### src/rtl/hplru_pkg.sv
package hplru_pkg;
  localparam int WAYS     = 4;
  localparam int GROUPS   = 2;
  localparam int WAY_W    = $clog2(WAYS);

  typedef logic [WAY_W-1:0] way_t;

  // Bits point at the colder side; all-zero state selects way 0.
  typedef struct packed {
    logic              cold_grp;
    logic [GROUPS-1:0] cold_way;
  } rec_t;

  localparam int REC_W = $bits(rec_t);
endpackage

### src/rtl/hplru_state_array.sv
module hplru_state_array
  import hplru_pkg::*;
#(
  parameter int NUM_SETS = 64,
  parameter int SET_W    = $clog2(NUM_SETS)
) (
  input  logic             clk_i,
  input  logic             rst_ni,
  input  logic [SET_W-1:0] idx_i,
  input  logic             wr_en_i,
  input  rec_t             wr_rec_i,
  output rec_t             rd_rec_o
);
  rec_t rec_q [NUM_SETS];

  for (genvar s = 0; s < NUM_SETS; s++) begin : g_set
    always_ff @(posedge clk_i or negedge rst_ni) begin
      if (!rst_ni) begin
        rec_q[s] <= '0;
      end else if (wr_en_i && idx_i == SET_W'(s)) begin
        rec_q[s] <= wr_rec_i;
      end
    end
  end

  always_comb begin
    rd_rec_o = '0;
    for (int s = 0; s < NUM_SETS; s++) begin
      if (idx_i == SET_W'(s)) rd_rec_o = rec_q[s];
    end
  end
endmodule

### src/rtl/hplru_victim_pick.sv
module hplru_victim_pick
  import hplru_pkg::*;
(
  input  rec_t            rec_i,
  input  logic [WAYS-1:0] valid_i,
  output way_t            victim_o
);
  logic [WAYS-1:0] hole;
  way_t            first_hole;
  way_t            rec_pick;

  assign hole = ~valid_i;

  // Scan high to low so the lowest hole wins.
  always_comb begin
    first_hole = '0;
    for (int w = WAYS - 1; w >= 0; w--) begin
      if (hole[w]) first_hole = way_t'(w);
    end
  end

  always_comb begin
    rec_pick = {rec_i.cold_grp, rec_i.cold_way[rec_i.cold_grp]};
  end

  assign victim_o = (|hole) ? first_hole : rec_pick;
endmodule

### src/rtl/hplru_update.sv
module hplru_update
  import hplru_pkg::*;
(
  input  rec_t rec_i,
  input  way_t way_i,
  output rec_t rec_o
);
  logic grp;
  logic pos;

  assign grp = way_i[WAY_W-1];
  assign pos = way_i[0];

  always_comb begin
    rec_o               = rec_i;
    rec_o.cold_grp      = ~grp;
    rec_o.cold_way[grp] = ~pos;
  end
endmodule

### src/rtl/hier_plru_victim.sv
module hier_plru_victim
  import hplru_pkg::*;
#(
  parameter int NUM_SETS = 64,
  parameter int SET_W    = $clog2(NUM_SETS)
) (
  input  logic             clk_i,
  input  logic             rst_ni,
  input  logic [SET_W-1:0] set_idx_i,
  input  logic             acc_valid_i,
  input  logic [1:0]       acc_way_i,
  input  logic [3:0]       way_valid_i,
  output logic [1:0]       victim_o
);
  rec_t cur_rec;
  rec_t nxt_rec;

  hplru_state_array #(
    .NUM_SETS(NUM_SETS),
    .SET_W   (SET_W)
  ) u_state (
    .clk_i   (clk_i),
    .rst_ni  (rst_ni),
    .idx_i   (set_idx_i),
    .wr_en_i (acc_valid_i),
    .wr_rec_i(nxt_rec),
    .rd_rec_o(cur_rec)
  );

  hplru_update u_upd (
    .rec_i(cur_rec),
    .way_i(acc_way_i),
    .rec_o(nxt_rec)
  );

  hplru_victim_pick u_pick (
    .rec_i   (cur_rec),
    .valid_i (way_valid_i),
    .victim_o(victim_o)
  );
endmodule

### config.mk
export PLATFORM = sky130hd
export DESIGN_NAME = hier_plru_victim
export DESIGN_NICKNAME = d
export VERILOG_FILES = /design/src/rtl/hplru_pkg.sv /design/src/rtl/hplru_state_array.sv /design/src/rtl/hplru_victim_pick.sv /design/src/rtl/hplru_update.sv /design/src/rtl/hier_plru_victim.sv
export SDC_FILE = /design/constraint.sdc
export NUM_CORES = 1
export LEC_CHECK = 0
export BUFFER_PORTS_ARGS = -buffer_cell sky130_fd_sc_hd__buf_4
export CAP_MARGIN = 20
export CORE_ASPECT_RATIO = 0.6
export CORE_MARGIN = 2
export CORE_UTILIZATION = 65
export DETAILED_ROUTE_END_ITERATION = 16
export PLACE_DENSITY = 0.87
export RECOVER_POWER = 100
export SLEW_MARGIN = 10
export SYNTH_ARGS = -nofsm -noshare
export SYNTH_HDL_FRONTEND = slang
export SYNTH_SLANG_ARGS = --single-unit
### constraint.sdc
create_clock -name clk_i -period 6.3 [get_ports clk_i]
set_input_delay 0.315 -clock clk_i [delete_from_list [all_inputs] [get_ports clk_i]]
set_output_delay 0.315 -clock clk_i [all_outputs]
set_load 0.05 [all_outputs]
Word level (Yosys, flattened, before mapping)
Cells that the tools add are included.
{"block": "op_classes", "n_reduce_logical": 67, "magnitude_cmp": 3, "bitwise": 3, "n_eq_ne": 63, "mux": 74}
{"operator": "== test 6 bit, second input constant", "n": 32}
{"operator": "2-to-1 mux 3 bit", "n": 64}
{"operator": "== test 6 x 5 -> 1 bit, second input constant", "n": 16}
{"operator": "logical AND 1 bit", "n": 65}
{"operator": "== test 6 x 4 -> 1 bit, second input constant", "n": 8}
{"operator": "== test 6 x 3 -> 1 bit, second input constant", "n": 4}
{"operator": "== test 6 x 2 -> 1 bit, second input constant", "n": 2}
{"operator": "2-to-1 mux 2 bit", "n": 5}
{"operator": "== test 6 x 1 -> 1 bit, second input constant", "n": 1}
{"operator": "logical NOT 6 bit", "n": 1}
{"operator": "< comparator 1 x 2 -> 1 bit, second input constant", "n": 2}
{"operator": "NOT 4 bit", "n": 1}
{"operator": "OR reduction 4 bit", "n": 1}
{"operator": "2-to-1 mux 1 bit", "n": 3}
{"operator": "bitwise mux 2 bit", "n": 1}
{"operator": "NOT 1 bit", "n": 2}
{"operator": "demux 1 bit (select 1 bit)", "n": 1}
{"operator": ">= comparator 1 bit, second input constant", "n": 1}
{"block": "word_totals", "elab_cells": 338, "in_bits": 15, "reg_bits": 192}

Depth between registers and ports, before layout
{"block": "depth", "depth_word": 68, "depth_mapped": 14}

Hierarchy
From an unflattened synthesis, not the netlist that was laid out.
{"block": "hier_totals", "hier_cells": 938, "area_unflattened_um2": 10258.6}
{"mod": "hplru_state_array", "cells_per_inst": 926, "area_per_inst_um2": 10187.3, "n_inst": 1}
{"mod": "hplru_victim_pick", "cells_per_inst": 7, "area_per_inst_um2": 43.8, "n_inst": 1}
{"mod": "hplru_update", "cells_per_inst": 5, "area_per_inst_um2": 27.5, "n_inst": 1}

Least setup slack after synthesis
OpenSTA, ideal clock, no wires.
{"block": "synth_path", "path_type": "input -> output", "startpoint": "input set_idx_i[0]", "endpoint": "output victim_o[0]", "t_arrival_ns": 3.327, "setup_slack_ns": 2.658, "stages": 14, "cell_sequence": "buf_6 -> buf_6 -> buf_6 -> buf_6 -> buf_4 -> buf_6 -> buf_6 -> mux2i_1 -> a32oi_1 -> o31ai_1 -> a211o_1 -> a221oi_2 -> mux2_1 -> a31oi_1"}
{"block": "synth_via", "elab_chain_len": 68, "elab_cells_between_ends": 131}
{"item": "start: declaration", "line_no": "hier_plru_victim.sv:9", "text": "input logic [SET_W-1:0] set_idx_i,"}
{"item": "logical NOT 6 bit", "line_no": "hplru_state_array.sv:29", "text": "if (idx_i == SET_W'(s)) rd_rec_o = rec_q[s];"}
{"item": "2-to-1 mux 3 bit (63 in series)", "line_no": "hplru_state_array.sv:29"}
{"item": "2-to-1 mux 3 bit *", "line_no": "hplru_state_array.sv:29"}
{"item": "2-to-1 mux 1 bit (implied by the code) * (2 in series)", "line_no": "hplru_victim_pick.sv:23", "text": "rec_pick = {rec_i.cold_grp, rec_i.cold_way[rec_i.cold_grp]};"}
{"item": "2-to-1 mux 2 bit *", "line_no": "hplru_victim_pick.sv:26", "text": "assign victim_o = (|hole) ? first_hole : rec_pick;"}
{"item": "end: declaration", "line_no": "hier_plru_victim.sv:13", "text": "output logic [1:0] victim_o"}
Every way passes the cells marked *; elsewhere a longest branch is shown, timed or not. The select of a mux whose other input is x is not followed.

Worst setup path after layout
{"block": "layout_path", "startpoint": "input set_idx_i[1]", "endpoint": "output victim_o[0]"}
Same word-level chain as after synthesis.

==> flow_summary.toml <==
[synthesis]
yosys.area_share.simple_pct = 13.6
ys_ff_latch = 192
ys_seq_area_share_pct = 46.9
synth_compound_area_share_pct = 16.1
yosys-mux-area-fraction_pct = 18.7
ys_warn_count = 0
synthArstFlopShare_pct = 100
synth_area_um2 = 10200
synth_top_family_by_area = "multiplexers"
synth-adder-area-share_pct = 0
syn_avg_cell_area_um2 = 10.2
synth_cell_types = 74
synth_fp_nets = 1016
synth_cells = 1001
ys.flop_type = "dfrtp_1"
synth-edff-count = 0
synth_xor_area_share_pct = 0.0855

[global_routing]
grt_util_met2_pct = 52.7
grt_util_met1_pct = 56.3
top_usage_layer = "met1"
grt_max_degree = 125
met3_usage_pct = 16.1
grt_pass1_wl_mm = 48.9
track_usage_pct = 38.4
grt_antenna_before_repair = 0
grt_pass1_vias = 8084
overflow = 0

[worst_setup_path]
cp_data_arrival_time_ps = 4950
path_class = "primary input to output pin"
crit_fanout = 50
cp-end-kind = "output pin"
cp.required_ps = 5980
ff2ff_setup_slack_ps = 2590
cp-start-kind = "primary input"

[floorplanning]
start_util_pct = 66.6
io_pins = 17
die_w_um = 166
die-area_um2 = 16800
rows = 35
fp.dieH_um = 101
core_um2 = 15400

[sta]
fmax_ghz = 0.190
finalSetupViolCount = 0
setup_tns_ps = 0
fin_crit_sh_pct = 83.5
min_period_ps = 5260
worst_slew_pin_slew_ps = 3050
relSlewSlack_pct = -103
clock_skew_ps = 13.6
hold_viol_final = 0
slew_violations = 195
whs_ps = 392
rsz0062_at_grt = "no"

[clocking]
hold_buffers = 0
cts_buffers = 17
cts_max_level = 4
cts_tree = "built"
root_buffer = "clkbuf_16"
cts_resized = 0
cts_sinks = 192
clockBufferDepth = 2
clk_latency_ps = 440
clk_pin_slew_ps = 70
cts_setup_buffers = 0

[status]
violations = "capacitance limit, slew limit"
outcome = "complete, but fails checks"

[cells_and_area]
multi_input_area_um2 = 4930
layout-drive-gt1-share_pct = 20.4
fin_nets = 992
final_util_pct = 70.5
reg_top3 = "u_state.rec_q: 192 flops"
top_register = "u_state.rec_q"
ff_latch_area_um2 = 4800
fillers = 1155
syn2layout_area_growth_pct = 5.75
largest_register_ffs = 192
antennaDiodeCount = 0

[power_and_ir_drop]
p_per_area_nw_per_um2 = 284
p_int_w = 0.00212
sequentialPowerShare_pct = 48.9
peakVddDrop_mv = 0.172
combPwrFrac_pct = 15.3
switching_share_pct = 31.3
p_sw_w = 0.000963
power_leakage_nw = 4.77
power_frac_clock_pct = 35.9

[drt]
drtIter0Drc = 1434
viasPerCell = 7.23
drc = 0
first_pass_iters = 8
final_antenna_net_count = 0
post_drt_wl_per_cell_um = 26.4
wl_mm = 31.5
vias = 8625

[placed_design]
io_buffers = 16
dpl.hpwl_mm = 21.2
gp_congestion = 1.01

[worst_hold_path]
min_path_type = "primary input to flop"

[flow_run]
maxCapViolCount = 2
-- metrics by stage --
step           cell area (µm²)  std cells  power (W)  worst slack (ps)
2_1_floorplan            10200       1001    0.00181              2660
3_3_place_gp             10300       1160    0.00195              1780
3_5_place_dp             10300       1161    0.00198              1830
4_1_cts                  10900       1193    0.00307              2010
5_1_grt                  10800       1193    0.00318               907
6_report                 10800       1193    0.00308              1040
-- cell type report --
class | count | share of cell area, %
inverters | 6 | 0.208
flip-flops and latches | 192 | 44.4
clock inverters | 14 | 1.71
well taps | 203 | 2.35
clock buffers | 18 | 3.96
multi-input cells | 729 | 45.5
repair buffers | 31 | 1.86
-- cell usage in the layout, fill, tap and decap left out, types with 8 or more instances in the layout --
| master | Yosys | final |
|---|---|---|
| clkbuf_1 | 27 | 8 |
| mux2i_1 | 30 | 31 |
| a21oi_1 | 34 | 34 |
| clkbuf_16 | 0 | 17 |
| dfrtp_1 | 192 | 192 |
| nor2_1 | 59 | 59 |
| nor3_1 | 19 | 19 |
| a211oi_1 | 11 | 12 |
| nor2b_1 | 15 | 15 |
| nand2_1 | 136 | 136 |
| nand2b_1 | 10 | 10 |
| buf_4 | 7 | 22 |
| nand3_1 | 31 | 31 |
| o21ai_0 | 97 | 97 |
| o31ai_1 | 12 | 12 |
| o32ai_1 | 9 | 9 |
| mux2_2 | 135 | 135 |
| o22ai_1 | 18 | 18 |
-- power groups by stage --
stage	Sequential [W]	Clock [W]	Combinational (W)
final	0.00150	0.00110	0.000471
after global routing	0.00152	0.00116	0.000506
after CTS	0.00149	0.00111	0.000464
after detailed placement	0.00152	0	0.000461
after global placement	0.00151	0	0.000444
after floorplan	0.00147	0	0.000338
-- kinds of logic after synthesis --
group | after synthesis
and+or+nand+nor | 305
DFF | 192
muxes | 170
buffers and inverters | 80
AOI/OAI and AO/OA | 253
xor gates and xnor gates | 1
-- path summary, 6_finish.rpt --
check	startpoint	end	depth (start not counted)
min in group asynchronous	rst_ni	u_state.rec_q[146]$_DFFE_PN0P_	1
worst max register to register	u_state.rec_q[25]$_DFFE_PN0P_	u_state.rec_q[37]$_DFFE_PN0P_	10
max in group asynchronous	rst_ni	u_state.rec_q[67]$_DFFE_PN0P_	2
worst min register to register	u_state.rec_q[5]$_DFFE_PN0P_	u_state.rec_q[5]$_DFFE_PN0P_	2
worst min-delay path	acc_valid_i	u_state.rec_q[38]$_DFFE_PN0P_	3
worst max-delay path	set_idx_i[1]	victim_o[0]	12
-- synth_stat cells, types with 10 or more instances --
| cell | count | area [µm²] |
|---|---|---|
| clkbuf_1 | 27 | 101 |
| nand3_1 | 31 | 155 |
| nor2_1 | 59 | 221 |
| buf_2 | 20 | 100 |
| o22ai_1 | 18 | 113 |
| o31ai_1 | 12 | 90.1 |
| buf_6 | 17 | 191 |
| o21ai_0 | 97 | 485 |
| dfrtp_1 | 192 | 4800 |
| nor2b_1 | 15 | 93.8 |
| nor3_1 | 19 | 95.1 |
| mux2i_1 | 30 | 300 |
| a211oi_1 | 11 | 82.6 |
| nand2b_1 | 10 | 62.6 |
| nand2_1 | 136 | 510 |
| a21oi_1 | 34 | 170 |
| mux2_2 | 135 | 1520 |
-- critical path: stages --
cell,delay [ps]
buf_4,500
clkbuf_1,1050
nor2b_1,360
clkbuf_1,410
nand2_1,330
o21ai_0,120
o31ai_1,360
a21boi_0,240
a221oi_2,410
mux2_1,420
a31oi_1,180
buf_4,220
-- metal layers --
layer  wire length [µm]  up-vias  part of all wire [%]
li1                   -     3619                     -
met1              13100     4195                    41
met2              12600      722                    40
met3               5170       89                    16
met4                646        0                   2.1
met5                  0        -                     0
(Power assumes the default switching activity.)
